<file path="src/rtl/rxq_pkg.sv">
package rxq_pkg;

   typedef enum logic [3:0] {
      IID_NONE = 4'b0001,
      IID_DATA = 4'b0100,
      IID_TMO  = 4'b1100
   } iid_e;

   // trigger level in bytes for a 2-bit select code
   function automatic int unsigned trig_bytes(input logic [1:0] sel);
      case (sel)
         2'd0:    return 1;
         2'd1:    return 4;
         2'd2:    return 8;
         default: return 14;
      endcase
   endfunction

   // timeout length in bit times for a word-length code
   function automatic int unsigned tmo_bits(input logic [1:0] code, input int unsigned min_word);
      return 4 * (min_word + int'(code)) + 12;
   endfunction

endpackage

</file>
<file path="src/rtl/rxq_store.sv">
module rxq_store #(
   parameter int DATA_W = 8,
   parameter int DEPTH  = 16,
   localparam int PTR_W = (DEPTH > 1) ? $clog2(DEPTH) : 1,
   localparam int CNT_W = $clog2(DEPTH + 1)
) (
   input  logic              clk,
   input  logic              rst_n,
   input  logic              single,
   input  logic              push,
   input  logic [DATA_W-1:0] din,
   input  logic              pop,
   output logic [DATA_W-1:0] dout,
   output logic [CNT_W-1:0]  level,
   output logic              ovr
);

   logic [DATA_W-1:0] mem [DEPTH];
   logic [PTR_W-1:0]  wptr, rptr, wnext, rnext;
   logic              full, pop_ok, push_ok;

   assign full    = single ? (level != '0) : (level == CNT_W'(DEPTH));
   assign pop_ok  = pop && (level != '0);
   assign push_ok = push && (!full || pop_ok);
   assign dout    = mem[rptr];

   generate
      if ((DEPTH & (DEPTH - 1)) == 0) begin : g_pow2
         assign wnext = wptr + 1'b1;
         assign rnext = rptr + 1'b1;
      end else begin : g_mod
         assign wnext = (wptr == PTR_W'(DEPTH - 1)) ? '0 : wptr + 1'b1;
         assign rnext = (rptr == PTR_W'(DEPTH - 1)) ? '0 : rptr + 1'b1;
      end
   endgenerate

   always_ff @(posedge clk) begin
      if (push_ok) mem[wptr] <= din;
   end

   always_ff @(posedge clk) begin
      if (!rst_n) begin
         wptr  <= '0;
         rptr  <= '0;
         level <= '0;
         ovr   <= 1'b0;
      end else begin
         if (push_ok) wptr <= wnext;
         if (pop_ok)  rptr <= rnext;
         case ({push_ok, pop_ok})
            2'b10:   level <= level + 1'b1;
            2'b01:   level <= level - 1'b1;
            default: level <= level;
         endcase
         if (push && !push_ok) ovr <= 1'b1;
         else if (pop_ok)      ovr <= 1'b0;
      end
   end

   a_r3_no_overflow: assert property (@(posedge clk) disable iff (!rst_n)
      level <= CNT_W'(DEPTH));
   a_r3_overrun_set: assert property (@(posedge clk) disable iff (!rst_n)
      (push && full && !pop) |=> ovr);
   a_r13_empty_pop: assert property (@(posedge clk) disable iff (!rst_n)
      (pop && level == '0 && !push) |=> level == '0);
   a_r2_idle_hold: assert property (@(posedge clk) disable iff (!rst_n)
      (!push && !pop) |=> $stable(level));

endmodule

</file>
<file path="src/rtl/rxq_timeout.sv">
module rxq_timeout #(
   parameter int MIN_WORD = 5,
   localparam int TMO_W = $clog2(4 * (MIN_WORD + 3) + 12 + 1)
) (
   input  logic       clk,
   input  logic       rst_n,
   input  logic       bit_tick,
   input  logic [1:0] word_len,
   input  logic       active,
   input  logic       restart,
   input  logic       rd_clr,
   output logic       to_flag
);
   import rxq_pkg::*;

   logic [TMO_W-1:0] cnt, lim;
   logic             expire;

   assign lim    = TMO_W'(tmo_bits(word_len, MIN_WORD));
   assign expire = active && bit_tick && !restart && (cnt == lim - 1'b1);

   always_ff @(posedge clk) begin
      if (!rst_n) begin
         cnt     <= '0;
         to_flag <= 1'b0;
      end else begin
         if (!active || restart)        cnt <= '0;
         else if (bit_tick && cnt < lim) cnt <= cnt + 1'b1;

         if (!active || rd_clr) to_flag <= 1'b0;
         else if (expire)       to_flag <= 1'b1;
      end
   end

   a_r8_restart: assert property (@(posedge clk) disable iff (!rst_n)
      restart |=> cnt == '0);
   a_r7_fire_point: assert property (@(posedge clk) disable iff (!rst_n)
      $rose(to_flag) |-> ($past(cnt) == $past(lim) - 1'b1));

endmodule

</file>
<file path="src/rtl/rxq_intr.sv">
module rxq_intr #(
   parameter int CNT_W = 5
) (
   input  logic             clk,
   input  logic             rst_n,
   input  logic [CNT_W-1:0] level,
   input  logic [1:0]       trig_sel,
   input  logic             fifo_en,
   input  logic             ier,
   input  logic             to_flag,
   output logic             irq,
   output logic [3:0]       iid
);
   import rxq_pkg::*;

   logic [CNT_W-1:0] trig;
   logic             hit;
   iid_e             code;

   assign trig = fifo_en ? CNT_W'(trig_bytes(trig_sel)) : CNT_W'(1);
   assign hit  = level >= trig;

   always_comb begin
      code = IID_NONE;
      if (ier) begin
         if (to_flag)  code = IID_TMO;
         else if (hit) code = IID_DATA;
      end
   end

   assign iid = code;
   assign irq = (code != IID_NONE);

   a_r9_irq_needs_data: assert property (@(posedge clk) disable iff (!rst_n)
      irq |-> level != '0);
   a_r11_gate: assert property (@(posedge clk) disable iff (!rst_n)
      !ier |-> !irq);

endmodule

</file>
<file path="src/rtl/uart_rx_fifo_irq.sv">
module uart_rx_fifo_irq #(
   parameter int DATA_W   = 8,
   parameter int DEPTH    = 16,
   parameter int MIN_WORD = 5,
   localparam int CNT_W   = $clog2(DEPTH + 1)
) (
   input  logic              clk,
   input  logic              rst_n,
   input  logic              fifo_en,
   input  logic [1:0]        trig_sel,
   input  logic [1:0]        word_len,
   input  logic              ier_rx,
   input  logic              bit_tick,
   input  logic              rx_valid,
   input  logic [DATA_W-1:0] rx_data,
   input  logic              stop_mid,
   input  logic              rd_pop,
   output logic [DATA_W-1:0] rd_data,
   output logic              data_ready,
   output logic              overrun,
   output logic              irq,
   output logic [3:0]        iid
);

   generate
      if (DEPTH < 14) begin : g_bad_depth
         $error("DEPTH must hold the largest trigger level (14)");
      end
      if (DATA_W < 1) begin : g_bad_width
         $error("DATA_W must be positive");
      end
      if (MIN_WORD < 1) begin : g_bad_word
         $error("MIN_WORD must be positive");
      end
   endgenerate

   logic [CNT_W-1:0] level;
   logic             to_flag;

   rxq_store #(.DATA_W(DATA_W), .DEPTH(DEPTH)) u_store (
      .clk   (clk),
      .rst_n (rst_n),
      .single(!fifo_en),
      .push  (rx_valid),
      .din   (rx_data),
      .pop   (rd_pop),
      .dout  (rd_data),
      .level (level),
      .ovr   (overrun)
   );

   rxq_timeout #(.MIN_WORD(MIN_WORD)) u_tmo (
      .clk     (clk),
      .rst_n   (rst_n),
      .bit_tick(bit_tick),
      .word_len(word_len),
      .active  (fifo_en && level != '0),
      .restart (stop_mid || rd_pop),
      .rd_clr  (rd_pop),
      .to_flag (to_flag)
   );

   rxq_intr #(.CNT_W(CNT_W)) u_intr (
      .clk     (clk),
      .rst_n   (rst_n),
      .level   (level),
      .trig_sel(trig_sel),
      .fifo_en (fifo_en),
      .ier     (ier_rx),
      .to_flag (to_flag),
      .irq     (irq),
      .iid     (iid)
   );

   assign data_ready = (level != '0);

   a_r10_tmo_needs_data: assert property (@(posedge clk) disable iff (!rst_n)
      $rose(to_flag) |-> data_ready);
   a_r12_single_cap: assert property (@(posedge clk) disable iff (!rst_n)
      !fifo_en && $past(!fifo_en) && $past(level) <= 1 |-> level <= 1);

endmodule

</file>
<file path="config.mk">
export PLATFORM = sky130hd
export DESIGN_NAME = uart_rx_fifo_irq
export DESIGN_NICKNAME = d
export VERILOG_FILES = /design/src/rtl/rxq_pkg.sv /design/src/rtl/rxq_store.sv /design/src/rtl/rxq_timeout.sv /design/src/rtl/rxq_intr.sv /design/src/rtl/uart_rx_fifo_irq.sv
export SDC_FILE = /design/constraint.sdc
export NUM_CORES = 1
export LEC_CHECK = 0
export ABC_CLOCK_PERIOD_IN_PS = 2880
export BUFFER_PORTS_ARGS = -buffer_cell sky130_fd_sc_hd__buf_2
export CAP_MARGIN = 20
export CORE_AREA = 10 10 125 127
export DETAILED_ROUTE_END_ITERATION = 10
export DIE_AREA = 0 0 135 137
export PLACE_DENSITY = 0.69
export SLEW_MARGIN = 30
export SYNTH_ARGS = -nofsm -noshare
export SYNTH_HDL_FRONTEND = slang
export SYNTH_HIERARCHICAL = 1
export SYNTH_SLANG_ARGS = --single-unit
</file>
<file path="constraint.sdc">
create_clock -name clk -period 2.88 [get_ports clk]
set_clock_uncertainty 0.1 [all_clocks]
set_input_delay 0.144 -clock clk [delete_from_list [all_inputs] [get_ports clk]]
set_output_delay 0.144 -clock clk [all_outputs]
set_load 0.05 [all_outputs]
</file>
==> impl_metrics.tcl <==
set metrics [dict create \
    grt_max_degree 33 \
    top_layer "met4" \
    rrSetupSlack_ns 0.15 \
    rsz0062_at_grt "no" \
    reg2reg_depth 4 \
    crit_required_ns 2.82 \
    cts_buffer_depth 2 \
    globalplace.congestion 0.7991 \
    route.detailed.drc 0 \
    ys.warnings.count 6 \
    hold_class "in -> reg" \
    peakVddDrop_v 0.0006479 \
    path_class "reg -> reg" \
    die_area_mm2 0.01850 \
    slew_headroom_pct 37.15 \
    total_power_mw 6.792 \
    synth_most_common_cell "edfxtp_1" \
    hold_path_depth 1 \
    synth_area_leaders "edfxtp_1, mux4_2, dfxtp_1, ha_1, mux2i_1" \
    cap_violations 0 \
    worst_slew_pin_slew_ns 0.9393 \
    path_clk_slew_ns 0.06 \
    drt_pre_antenna_iters 4 \
    synth-xor-area-share_pct 1.081 \
    ctsResizeCount 0 \
    cts_tree "done" \
    wl_per_cell_um 21.01 \
    core_area_mm2 0.01309 \
    die_w_um 135 \
    synthTopCellsByCount "edfxtp_1, mux4_2, dfxtp_1" \
    status "finished, final reports clean" \
    num_vias 3498 \
    rows 42 \
    grt_pass1_vias 3734 \
    fmax_ghz 0.3657 \
    antennaDiodeCount 0 \
    critPathLaunchType "register" \
    drtIter0Drc 303 \
    synth_top_area_cell "edfxtp_1" \
    fin_area_mm2 0.007528 \
    insertion_delay_ns 0.42 \
    fillers 977 \
    synth-edff-count 128 \
    synth-simple-area-share_pct 6.295 \
    syn_area_mm2 0.006480 \
    ctsHoldBuffers 3 \
    p_leak_nw 2.593 \
    ys_async_sr_fraction_pct 0 \
    wl_um 13000 \
    grt_usage_pct 14.92 \
    wl_met2_um 6812 \
    vias_per_cell 5.651 \
    cp.arrival_ns 2.67 \
    crit_fanout 8 \
    root_buffer "clkbuf_16" \
    worstReg2RegEnd "u_store/mem[4][5]$_DFFE_PP_" \
    synthAdderAreaFrac_pct 3.591 \
    holdWs_ns 0.01702 \
    portBuffers 33 \
    ys_seq_elements 153 \
    r2r-start "u_store/level[0]$_SDFFE_PN0P_" \
    drive_gt1_share_pct 28.22 \
    synth_flop_cell "edfxtp_1" \
    hold_end "u_store/mem[11][2]$_DFFE_PP_" \
    ant_nets 0 \
    yosysSeqAreaShare_pct 67.04 \
    period_minus_slack_ns 2.734 \
    synth-compound-area-share_pct 3.920 \
    met3_length_um 709 \
    ioPinCount 35 \
    grt_pass1_wl_um 20620 \
    wl_met1_um 5402 \
    fin_crit_sh_pct 94.94 \
    register_area_mm2 0.004345 \
    cp-end-kind "register" \
    synth_cell_type_count 50 \
    synthCells 381 \
    nets 469 \
    power_density_mw_per_mm2 902.2 \
    finalSetupTns_ns 0 \
    synth_top_area_share_pct 59.32 \
    clock-sinks 153 \
    drv_slew 0 \
    syn_avg_cell_area_um2 17.01 \
    dp.final_hpwl_um 8637 \
    area_delta_synth_final_pct 16.18 \
    hold_violations 0 \
    cts_htree_levels 4 \
    multi_input_area_mm2 0.002008 \
    synth.net_count 419 \
    synth.mux.area_fraction_pct 16.05 \
    synth_top_family_by_area "multiplexers" \
    antenna_found_initial 0 \
    die_h_um 137 \
    setup_viol 0 \
    overflow 0 \
    place_area_mm2 0.006894 \
    numCtsBuffers 17 \
    hold_start "rx_data[2]" \
    cts_setup_buffers 0 \
    start_util_pct 49.52 \
]
-- cell families (layout without fill, tap and decap cells) --
family          after synthesis  in the layout
compound gates               37             37
buf+inv                      30             92
mux                          52             52
simple gates                 82             82
flops                       153            153
xor+xnor                      8              8
other cells                   1              1
fa+ha+maj                    18             18
-- layout make-up --
class,instances,area share (%)
Clock buffer,17,5.651
Sequential cell,153,57.72
Clock inverter,14,2.377
Inverter,12,0.5983
Timing Repair Buffer,49,4.055
Tap cell,176,2.925
Multi-Input combinational cell,198,26.67
-- through the flow --
| stage | cells | util (%) | setup slack [ns] |
|---|---|---|---|
| 6_report | 619 | 57.53 | 0.1458 |
| 5_1_grt | 619 | 57.53 | 0.01594 |
| 4_1_cts | 619 | 57.53 | 0.1410 |
| 3_5_place_dp | 585 | 52.69 | 0.1702 |
| 3_3_place_gp | 585 | 52.69 | 0.2587 |
| 2_1_floorplan | 381 | - | 0.1478 |
-- report_power, final --
group          switching [mW]  total, mW  leakage, nW  internal (mW)
sequential             0.0895       2.60         1.36           2.51
combinational            1.10       1.92        0.942          0.821
clock                   0.835       2.27        0.291           1.43
-- layout by cell type (no fill, tap or decap), types with 2 or more instances in the layout --
cell / n
a31oi_1: 3
clkbuf_16: 17
dfxtp_1: 24
clkinv_2: 3
clkinvlp_4: 2
nor2_1: 20
or2_2: 2
nand4_1: 3
and2_1: 4
o31a_1: 2
edfxtp_1: 128
mux2i_1: 9
or3_1: 5
xor2_1: 6
nor4_1: 5
buf_2: 33
ha_1: 17
nand2b_1: 6
inv_1: 12
mux4_2: 40
xnor2_1: 2
a21oi_1: 8
dlygate4sd3_1: 3
buf_4: 12
bufinv_16: 4
nor3_1: 5
clkinv_1: 3
nand2_1: 22
o211ai_1: 4
o21ai_0: 9
nand3_1: 4
-- worst max-delay path, stage by stage (launching register included) --
cell	delay, ns
dfxtp_1	0.39
or4_4	0.61
mux2i_4	0.26
o211ai_1	0.21
nor2_1	0.77
-- metal layers --
metal	global-route usage, %	up-vias
met5	0	-
met4	5.024	0
met3	5.022	8
met2	24.70	90
met1	18.02	1801
li1	-	1599
-- sequential cells by signal, summed over array words and instances, names as in the netlist, named ones only --
| signal | flops |
|---|---|
| u_store/level | 5 |
| u_tmo/to_flag | 1 |
| u_store/mem | 128 |
| u_store/wptr | 4 |
| u_tmo/cnt | 6 |
| u_store/ovr | 1 |
| u_store/rptr | 4 |
-- worst max-delay path by stage --
stage                     cells past startpoint                       endpoint                     startpoint
after global routing                          7  u_store/level[4]$_SDFFE_PN0P_  u_store/level[4]$_SDFFE_PN0P_
final                                         4    u_store/mem[4][5]$_DFFE_PP_  u_store/level[0]$_SDFFE_PN0P_
after floorplan                               7  u_store/level[4]$_SDFFE_PN0P_  u_store/level[0]$_SDFFE_PN0P_
after detailed placement                      4    u_store/mem[4][6]$_DFFE_PP_  u_store/level[0]$_SDFFE_PN0P_
after CTS                                     4    u_store/mem[4][0]$_DFFE_PP_  u_store/level[0]$_SDFFE_PN0P_
after global placement                        4    u_store/mem[4][6]$_DFFE_PP_  u_store/level[0]$_SDFFE_PN0P_
Power figures use the tool's default switching activity.
